### config.mk
export PLATFORM = sky130hd
export DESIGN_NAME = tick_timer_unit
export DESIGN_NICKNAME = d
export VERILOG_FILES = /design/src/rtl/tick_timer_pkg.sv /design/src/rtl/tick_bus_decode.sv /design/src/rtl/tick_down_counter.sv /design/src/rtl/tick_timebase.sv /design/src/rtl/tick_timer_unit.sv
export SDC_FILE = /design/constraint.sdc
export NUM_CORES = 1
export LEC_CHECK = 0
export BUFFER_PORTS_ARGS = -buffer_cell sky130_fd_sc_hd__buf_4
export CAP_MARGIN = 30
export CORE_MARGIN = 2
export CORE_UTILIZATION = 50
export CTS_CLUSTER_DIAMETER = 100
export DETAILED_ROUTE_END_ITERATION = 6
export GPL_TIMING_DRIVEN = 1
export PLACE_DENSITY_LB_ADDON = 0.1
export SLEW_MARGIN = 20
export SYNTH_ARGS = -nofsm -noshare
export SYNTH_HDL_FRONTEND = slang
export SYNTH_SLANG_ARGS = --single-unit
### constraint.sdc
create_clock -name clk -period 3.6 [get_ports clk]
set_input_delay 0.36 -clock clk [delete_from_list [all_inputs] [get_ports clk]]
set_output_delay 0.36 -clock clk [all_outputs]
set_load 0.01 [all_outputs]
### src/rtl/tick_timer_pkg.sv
package tick_timer_pkg;
  localparam int NUM_TIMERS = 3;
  localparam int BUS_W      = 32;

  localparam logic [7:0] OFS_LOAD  = 8'h00;
  localparam logic [7:0] OFS_VALUE = 8'h04;
  localparam logic [7:0] OFS_CTRL  = 8'h08;
  localparam logic [7:0] OFS_CLEAR = 8'h0C;
  localparam logic [7:0] TB_LO_ADDR = 8'h60;
  localparam logic [7:0] TB_HI_ADDR = 8'h64;

  localparam int CTRL_EN_BIT   = 7;
  localparam int CTRL_PER_BIT  = 6;
  localparam int CTRL_FAST_BIT = 3;
  localparam int TB_EN_BIT     = 8;

  typedef struct packed {
    logic en;
    logic periodic;
    logic fast;
  } tmr_ctrl_t;

  function automatic logic [7:0] tmr_base(input int idx);
    case (idx)
      0:       tmr_base = 8'h00;
      1:       tmr_base = 8'h20;
      default: tmr_base = 8'h80;
    endcase
  endfunction

  function automatic logic [BUS_W-1:0] ctrl_to_word(input tmr_ctrl_t c);
    logic [BUS_W-1:0] w;
    w = '0;
    w[CTRL_EN_BIT]   = c.en;
    w[CTRL_PER_BIT]  = c.periodic;
    w[CTRL_FAST_BIT] = c.fast;
    return w;
  endfunction
endpackage

### src/rtl/tick_bus_decode.sv
module tick_bus_decode
  import tick_timer_pkg::*;
#(
  parameter int ADDR_W = 8,
  parameter int NT     = NUM_TIMERS
) (
  input  logic              bus_sel,
  input  logic              bus_wr,
  input  logic [ADDR_W-1:0] bus_addr,
  output logic [NT-1:0]     load_we,
  output logic [NT-1:0]     ctrl_we,
  output logic [NT-1:0]     clr_we,
  output logic              tb_hi_we,
  output logic              rd_en
);
  logic wr_cyc;
  assign wr_cyc = bus_sel && bus_wr;
  assign rd_en  = bus_sel && !bus_wr;

  for (genvar g = 0; g < NT; g++) begin : g_dec
    localparam logic [7:0] BASE = tmr_base(g);
    assign load_we[g] = wr_cyc && (bus_addr == ADDR_W'(BASE + OFS_LOAD));
    assign ctrl_we[g] = wr_cyc && (bus_addr == ADDR_W'(BASE + OFS_CTRL));
    assign clr_we[g]  = wr_cyc && (bus_addr == ADDR_W'(BASE + OFS_CLEAR));
  end

  assign tb_hi_we = wr_cyc && (bus_addr == ADDR_W'(TB_HI_ADDR));
endmodule

### src/rtl/tick_down_counter.sv
module tick_down_counter
  import tick_timer_pkg::*;
#(
  parameter int CNT_W = 32
) (
  input  logic             clk,
  input  logic             rst,
  input  logic             tick_slow,
  input  logic             tick_fast,
  input  logic             load_we,
  input  logic             ctrl_we,
  input  logic             clr_we,
  input  logic [CNT_W-1:0] load_in,
  input  tmr_ctrl_t        ctrl_in,
  output logic [CNT_W-1:0] load_q,
  output logic [CNT_W-1:0] count_q,
  output tmr_ctrl_t        ctrl_q,
  output logic             irq_q
);
  logic step;
  logic at_zero;
  logic underflow;

  assign step      = ctrl_q.en && (ctrl_q.fast ? tick_fast : tick_slow);
  assign at_zero   = (count_q == '0);
  assign underflow = step && at_zero;

  always_ff @(posedge clk) begin
    if (rst) begin
      load_q  <= '0;
      count_q <= '0;
      ctrl_q  <= '0;
      irq_q   <= 1'b0;
    end else begin
      if (ctrl_we) ctrl_q <= ctrl_in;

      if (load_we) begin
        load_q  <= load_in;
        count_q <= load_in;
      end else if (step) begin
        if (at_zero) count_q <= ctrl_q.periodic ? load_q : '1;
        else         count_q <= count_q - 1'b1;
      end

      if (underflow)   irq_q <= 1'b1;
      else if (clr_we) irq_q <= 1'b0;
    end
  end
endmodule

### src/rtl/tick_timebase.sv
module tick_timebase #(
  parameter int TB_W = 40
) (
  input  logic            clk,
  input  logic            rst,
  input  logic            tb_tick,
  input  logic            en_we,
  input  logic            en_in,
  output logic            en_q,
  output logic [TB_W-1:0] count_q
);
  always_ff @(posedge clk) begin
    if (rst) begin
      en_q    <= 1'b0;
      count_q <= '0;
    end else begin
      if (en_we) en_q <= en_in;
      if (en_q && tb_tick) count_q <= count_q + 1'b1;
    end
  end
endmodule

### src/rtl/tick_timer_unit.sv
module tick_timer_unit
  import tick_timer_pkg::*;
#(
  parameter int ADDR_W = 8,
  parameter int CNT_W  = 32,
  parameter int TB_W   = 40
) (
  input  logic              clk,
  input  logic              rst,
  input  logic              bus_sel,
  input  logic              bus_wr,
  input  logic [ADDR_W-1:0] bus_addr,
  input  logic [BUS_W-1:0]  bus_wdata,
  output logic [BUS_W-1:0]  bus_rdata,
  input  logic              tick_slow,
  input  logic              tick_fast,
  input  logic              tb_tick,
  output logic [NUM_TIMERS-1:0] irq
);
  localparam int NT = NUM_TIMERS;

  logic [NT-1:0] load_we, ctrl_we, clr_we;
  logic          tb_hi_we, rd_en;

  logic [CNT_W-1:0] load_w  [NT];
  logic [CNT_W-1:0] count_w [NT];
  tmr_ctrl_t        ctrl_w  [NT];
  tmr_ctrl_t        ctrl_in;

  logic            tb_en_w;
  logic [TB_W-1:0] tb_count_w;
  logic [BUS_W-1:0] rd_mux;

  tick_bus_decode #(.ADDR_W(ADDR_W), .NT(NT)) dec_i (
    .bus_sel  (bus_sel),
    .bus_wr   (bus_wr),
    .bus_addr (bus_addr),
    .load_we  (load_we),
    .ctrl_we  (ctrl_we),
    .clr_we   (clr_we),
    .tb_hi_we (tb_hi_we),
    .rd_en    (rd_en)
  );

  assign ctrl_in.en       = bus_wdata[CTRL_EN_BIT];
  assign ctrl_in.periodic = bus_wdata[CTRL_PER_BIT];
  assign ctrl_in.fast     = bus_wdata[CTRL_FAST_BIT];

  for (genvar g = 0; g < NT; g++) begin : g_tmr
    tick_down_counter #(.CNT_W(CNT_W)) tmr_i (
      .clk       (clk),
      .rst       (rst),
      .tick_slow (tick_slow),
      .tick_fast (tick_fast),
      .load_we   (load_we[g]),
      .ctrl_we   (ctrl_we[g]),
      .clr_we    (clr_we[g]),
      .load_in   (bus_wdata[CNT_W-1:0]),
      .ctrl_in   (ctrl_in),
      .load_q    (load_w[g]),
      .count_q   (count_w[g]),
      .ctrl_q    (ctrl_w[g]),
      .irq_q     (irq[g])
    );
  end

  tick_timebase #(.TB_W(TB_W)) tb_i (
    .clk     (clk),
    .rst     (rst),
    .tb_tick (tb_tick),
    .en_we   (tb_hi_we),
    .en_in   (bus_wdata[TB_EN_BIT]),
    .en_q    (tb_en_w),
    .count_q (tb_count_w)
  );

  always_comb begin
    rd_mux = '0;
    for (int i = 0; i < NT; i++) begin
      if (bus_addr == ADDR_W'(tmr_base(i) + OFS_LOAD))  rd_mux = BUS_W'(load_w[i]);
      if (bus_addr == ADDR_W'(tmr_base(i) + OFS_VALUE)) rd_mux = BUS_W'(count_w[i]);
      if (bus_addr == ADDR_W'(tmr_base(i) + OFS_CTRL))  rd_mux = ctrl_to_word(ctrl_w[i]);
    end
    if (bus_addr == ADDR_W'(TB_LO_ADDR)) rd_mux = tb_count_w[31:0];
    if (bus_addr == ADDR_W'(TB_HI_ADDR)) begin
      rd_mux = BUS_W'(tb_count_w >> 32);
      rd_mux[TB_EN_BIT] = tb_en_w;
    end
  end

  always_ff @(posedge clk) begin
    if (rst)        bus_rdata <= '0;
    else if (rd_en) bus_rdata <= rd_mux;
  end
endmodule

After elaboration in Yosys (flattened, before gate mapping):

Cells that the tools add are included.

* register bits: 277
* input bits: 47
* logic and storage cells: 100

* reductions and logical operators: 30
* equality and inequality tests: 13
* muxes and demuxes: 32
* $add $sub $neg: 4

Operator list (count)
* $mux W32: 23
* $logic_not A32 Y1: 3
* $sub A32 B1 Y32 const B: 3
* $add A40 B1 Y40 const B: 1
* $eq A8 B6 Y1 const B: 4
* $eq A8 B8 Y1 const B: 4
* $logic_and A1 B1 Y1: 19
* $eq A8 B4 Y1 const B: 2
* $eq A8 B7 Y1 const B: 2
* $reduce_bool A2 Y1: 6
* $mux W1: 9
* $eq A8 B3 Y1 const B: 1
* $logic_not A8 Y1: 1
* $logic_not A1 Y1: 1

Longest topological paths before layout:

* depth in word-level cells: 12
* mapped depth: 10
* gate-level depth less buffers: 8

By module:

Synthesis repeated with hierarchy kept, for this count alone.

* cells, all modules: 2172
* area total of the unflattened synthesis: 17599.4 sq um

Modules (own cells, without submodules)
* tick_down_counter: sequential area each 1361.3 sq um, cells each 469, area an instance 3893.7 sq um, instances 3
* tick_timer_unit: sequential area each 640.6 sq um, cells each 501, area an instance 3699.8 sq um, instances 1
* tick_timebase: sequential area each 820.8 sq um, cells each 243, area an instance 2050.7 sq um, instances 1
* tick_bus_decode: sequential area each 0.0 sq um, cells each 21, area an instance 167.7 sq um, instances 1

Least setup slack after synthesis:

OpenSTA, ideal clock, no wires.

* kind: reg-to-reg
* start point: register g_tmr[2].tmr_i.count_q[25]
* end point: register g_tmr[2].tmr_i.count_q[2]
* setup time: 0.134 ns
* stages on the path, launching flop included: 9
* required time: 3.466 ns
* slack: 1.086 ns
* arrival: 2.381 ns
* cells stage by stage: dfxtp_1 or4_1 buf_2 or3_4 or4b_1 buf_2 buf_6 o31ai_1 o22ai_1

* longest elaborated chain between the ends: 4

Ends and longest elaborated chain
* from (decl): line tick_down_counter.sv:16 `output logic [CNT_W-1:0] count_q,`
* from (signal assigned): line tick_down_counter.sv:39 `count_q <= load_in;`
* from (signal assigned): line tick_down_counter.sv:41 `if (at_zero) count_q <= ctrl_q.periodic ? load_q : '1;`
* from (signal assigned): line tick_down_counter.sv:42 `else count_q <= count_q - 1'b1;`
* $logic_not A32 Y1: line tick_down_counter.sv:25 `assign at_zero = (count_q == '0);`
* $mux W32: line tick_down_counter.sv:41
* $mux W32: line tick_down_counter.sv:40 `end else if (step) begin`
* $mux W32: line tick_down_counter.sv:37 `if (load_we) begin`

No other way between the ends. The select of a mux whose other input is x is not followed.
A chain may end at the register's enable or synchronous reset.

Final worst setup path:

* start point: register g_tmr[0].tmr_i.count_q[20]
* end point: register g_tmr[0].tmr_i.count_q[3]

* longest elaborated chain between the ends: 4

Ends and longest elaborated chain (line)
* from (decl): tick_down_counter.sv:16
* from (signal assigned): tick_down_counter.sv:39
* from (signal assigned): tick_down_counter.sv:41
* from (signal assigned): tick_down_counter.sv:42
* $logic_not A32 Y1: tick_down_counter.sv:25
* $mux W32: tick_down_counter.sv:41
* $mux W32: tick_down_counter.sv:40
* $mux W32: tick_down_counter.sv:37

No other way between the ends. The select of a mux whose other input is x is not followed.

==> summary by stage <==
Floorplan
The I/O pin count is 82. The area of the die is 0.0327 mm2. The die height is 181 um. After floorplanning, the core was sized to cover 0.0307 mm2. The cell row count is 64.

The die is 181 um wide. The initial utilization of the core area, before any placement, comes to 0.509.

Worst setup path
The number of buffers and inverters on the critical path is 1. The critical path start-end classification is reg2reg. The arrival time reported for the critical path endpoint is 3370 ps. Walking the worst path, the cells encountered are nor4_1 > nand3_1 > or4_1 > buf_4 > o311ai_0 > o21ai_0. The highest net fanout along the worst path is 13. Grouping stages by cell kind, the critical path spends the most delay in simple AND/OR/NAND/NOR gates. The sort of element at the end of the critical path is a flop. For the worst setup path, the data required time is 3960 ps.

The maximum single-stage delay on the critical path is 770 ps. STA classifies the critical path startpoint as a flop. The worst-path cell with the longest stage delay is sky130_fd_sc_hd__nor4_1.

STA
Static timing analysis puts the maximum clock frequency at 332 MHz. The worst pin sits at a relative slew slack of 0.298. The clock period minus final worst setup slack is 3010 ps. The transition time at the pin with the least slew margin is 1050 ps. Setup total negative slack on the finished layout was measured at 0 ps. Setup repair after global routing left no endpoint under its margin.

Between clock sinks in the finished design, the worst skew comes to 30.7 ps. The final hold violation count is 0. Dividing the final minimum period by the clock period gives 0.837. The final count of negative-setup-slack endpoints is 0. The count of final max-slew check failures came to 0.

Clock network
The cts-stage hold buffer count is 0. Post-CTS timing repair inserted 0 buffers for setup. Clock-pin slew was measured on the worst setup and hold paths at 70 ps.

The sink count of the clock tree is 277. The clock reaches the later pin of the worst-skew pair after 530 ps. TritonCTS built the clock tree. In this run the deepest clock path goes through 3 buffers. The number of H-tree levels is 2. Once the clock tree was built, the resizer swapped 0 gates to a different size.

The CTS buffer count is 34. The clock tree root driver cell is sky130_fd_sc_hd__clkbuf_16.

Power
The analysis attributes to cell leakage a power of 0.00648 uW. The fraction of power consumed by sequential logic is 0.421. The share of total power dissipated in the clock network is 0.527.

The areal power density over the cells is 411 mW/mm2. The worst-case vdd ir drop is 0.000344 V. The switching component of the power is 1700 uW.

The net switching fraction of the power is 0.232. Total power for the finished layout comes to 7310 uW. The internal power of the cells is 5610 uW. The share of total power dissipated in combinational logic is 0.052.

Logic synthesis
The number of standard cells after synthesis is 2,037. The post-synthesis share of cell area spent on and, or, nand and nor gates is 0.242. The number of unique standard cell types used by synthesis is 77. The share of cell area taken by muxes after synthesis is 0.0131. The count of synthesis-stage warnings from yosys is 0. The complex-gate fraction of the synthesized area is 0.290. The commonest register cell after synthesis is sky130_fd_sc_hd__dfxtp_1.

The main combinational cell family by area after synthesis is compound AO/OA/AOI/OAI gates. The synthesized area divided by synthesized cell count is 7.67 um2. Of the total synthesized cell area, the portion taken by XOR and XNOR cells is 0.0471. After synthesis the netlist holds a flip-flop and latch count of 277. The synthesized design contains 0 enable-type register cells.

The portion of the post-synthesis area used by sequential elements is 0.355. The net count after synthesis is 2,091. The synthesized area is 0.0156 mm2. Of all flip-flops after synthesis, the portion carrying an async set or reset was 0. The arithmetic-cell share of the synthesized area counting full adders, half adders and majority gates is 0.00561.

Final layout
The library cells used most frequently in the layout, excluding fill and tap cells, are sky130_fd_sc_hd__nand2_1 (319), sky130_fd_sc_hd__dfxtp_1 (277), sky130_fd_sc_hd__a21oi_1 (179), sky130_fd_sc_hd__nor2_1 (164), sky130_fd_sc_hd__buf_4 (138). The finished layout cell area is 0.0178 mm2. In the final layout, the share of cells above drive strength 1 is 0.112. The number of nets in the finished design is 2,104. The number of diodes added for antenna fixing is 0. The area growth from synthesis to layout is 14.0%. The library cell used most frequently in the layout, excluding fill and tap cells, is sky130_fd_sc_hd__nand2_1.

Global route
Across every metal layer, demand over resource in global routing totals 0.384. Entering global routing, the biggest net connects 132 pins. Summed over all layers, the global routing overflow is 0. The first-pass GRT wire length is 97.5 mm. The initial antenna violation count is 1.

The via count of the first global-routing pass is 15,600.

Routing
For this block, the via count after detailed routing is 16,900. After detailed routing, the average wire length per cell comes to 26.1 um. The first routing iteration left 2,259 violations.

The remaining antenna violation count after routing is 0. After detailed routing, the total wire length is 64.4 mm. In the routed design, unresolved DRC markers number 0. For this run, the detailed router's first-pass iteration total came to 7. Dividing the detail-routed via count by the number of cells gives 6.86.

Placement
The sum of net half-perimeters after detailed placement is 47.1 mm. The instance area after placement is 0.0166 mm2. At the end of routability-driven placement, the weighted congestion stood at 1.00. In this run the tool buffered the top-level ports with 81 buffer cells.

Job
Max-cap violations in this run came to 0.

Hold path
The class of the most critical hold timing path is in2reg.

Outcome
The flow ran to the end, and the final reports show no timing, DRC or antenna violations.
## worst min-delay path, stage by stage
cell and delay [ps]:
sky130_fd_sc_hd__buf_4 140, sky130_fd_sc_hd__nand2_1 70, sky130_fd_sc_hd__a21oi_1 50
## layout make-up
class / count / area [um2]
clock buffers: 46 / 997
flip-flops and latches: 277 / 5550
multi-input cells: 1580 / 9390
inverters: 16 / 60.1
repair buffers: 141 / 1070
fillers: 2949 / 12900
clock inverters: 12 / 239
well taps: 396 / 495
## layer usage
layer,vias up,wire (um),part of all wire,GRT usage
li1,7609,-,-,-
met1,8219,27800,0.43,0.552
met2,930,27300,0.42,0.559
met3,181,6030,0.094,0.0683
met4,0,3320,0.051,0.173
met5,-,0,0,0
## flip-flops by register name (all words and copies together) (netlist names)
signal and count:
bus_rdata 32, g_tmr.tmr_i.ctrl_q 9, tb_i.count_q 40, g_tmr.tmr_i.irq_q 3
g_tmr.tmr_i.load_q 96, tb_i.en_q 1, g_tmr.tmr_i.count_q 96
## Yosys cell counts (all sizes together), types with 15 or more instances
cell type | count | area share
o31ai | 16 | 0.0077
o22ai | 38 | 0.015
o22a | 22 | 0.012
and3 | 16 | 0.0064
xor2 | 48 | 0.027
o32ai | 51 | 0.029
a31oi | 16 | 0.0064
o311ai | 21 | 0.012
a222oi | 29 | 0.019
nand4 | 20 | 0.0080
nand2 | 319 | 0.077
or4 | 17 | 0.0084
o21ai | 120 | 0.038
nand3 | 45 | 0.014
or3 | 38 | 0.016
mux2i | 16 | 0.010
a22oi | 30 | 0.014
nor2 | 167 | 0.040
nor4 | 27 | 0.012
dfxtp | 277 | 0.36
a21oi | 180 | 0.058
inv | 15 | 0.0036
xnor2 | 36 | 0.020
a21boi | 77 | 0.037
clkbuf | 134 | 0.032
nor3 | 69 | 0.022
buf | 30 | 0.011
## power groups by stage
stage	clock network (uW)	registers [uW]	logic, uW
CTS	3860	3080	370
detailed placement	0	3150	368
global route	4000	3080	397
finish	3850	3080	381
global placement	0	3150	369
floorplan	0	3140	185
## logic make-up after synthesis
logic type | count (synthesis)
AO/OA/AOI/OAI | 677
XOR/XNOR | 84
adder cells (fa/ha/maj) | 7
buffers and inverters | 180
flip-flops | 277
multiplexers | 20
AND/OR/NAND/NOR | 792
## per-stage QoR
step           worst slack, ps   util  hold slack, ps  cells
2_1_floorplan             1090      -             442   2037
3_3_place_gp               459  0.540             463   2409
3_5_place_dp               524  0.540             462   2410
4_1_cts                    703  0.580             128   2468
5_1_grt                    309  0.580             133   2468
6_report                   586  0.580             135   2468
## final timing paths
| kind | from | end | slack (ps) | depth (start not counted) |
|---|---|---|---|---|
| setup / recovery | g_tmr[0].tmr_i.count_q[20]$_SDFFE_PP0P_ | g_tmr[0].tmr_i.count_q[3]$_SDFFE_PP0P_ | 590 | 6 |
| hold / removal | bus_wdata[9] | g_tmr[0].tmr_i.load_q[9]$_SDFFE_PP0P_ | 140 | 3 |
| setup reg to reg | g_tmr[0].tmr_i.count_q[20]$_SDFFE_PP0P_ | g_tmr[0].tmr_i.count_q[3]$_SDFFE_PP0P_ | 590 | 6 |
| hold reg to reg | g_tmr[1].tmr_i.load_q[26]$_SDFFE_PP0P_ | g_tmr[1].tmr_i.load_q[26]$_SDFFE_PP0P_ | 470 | 2 |
(Power assumes the default switching activity.)
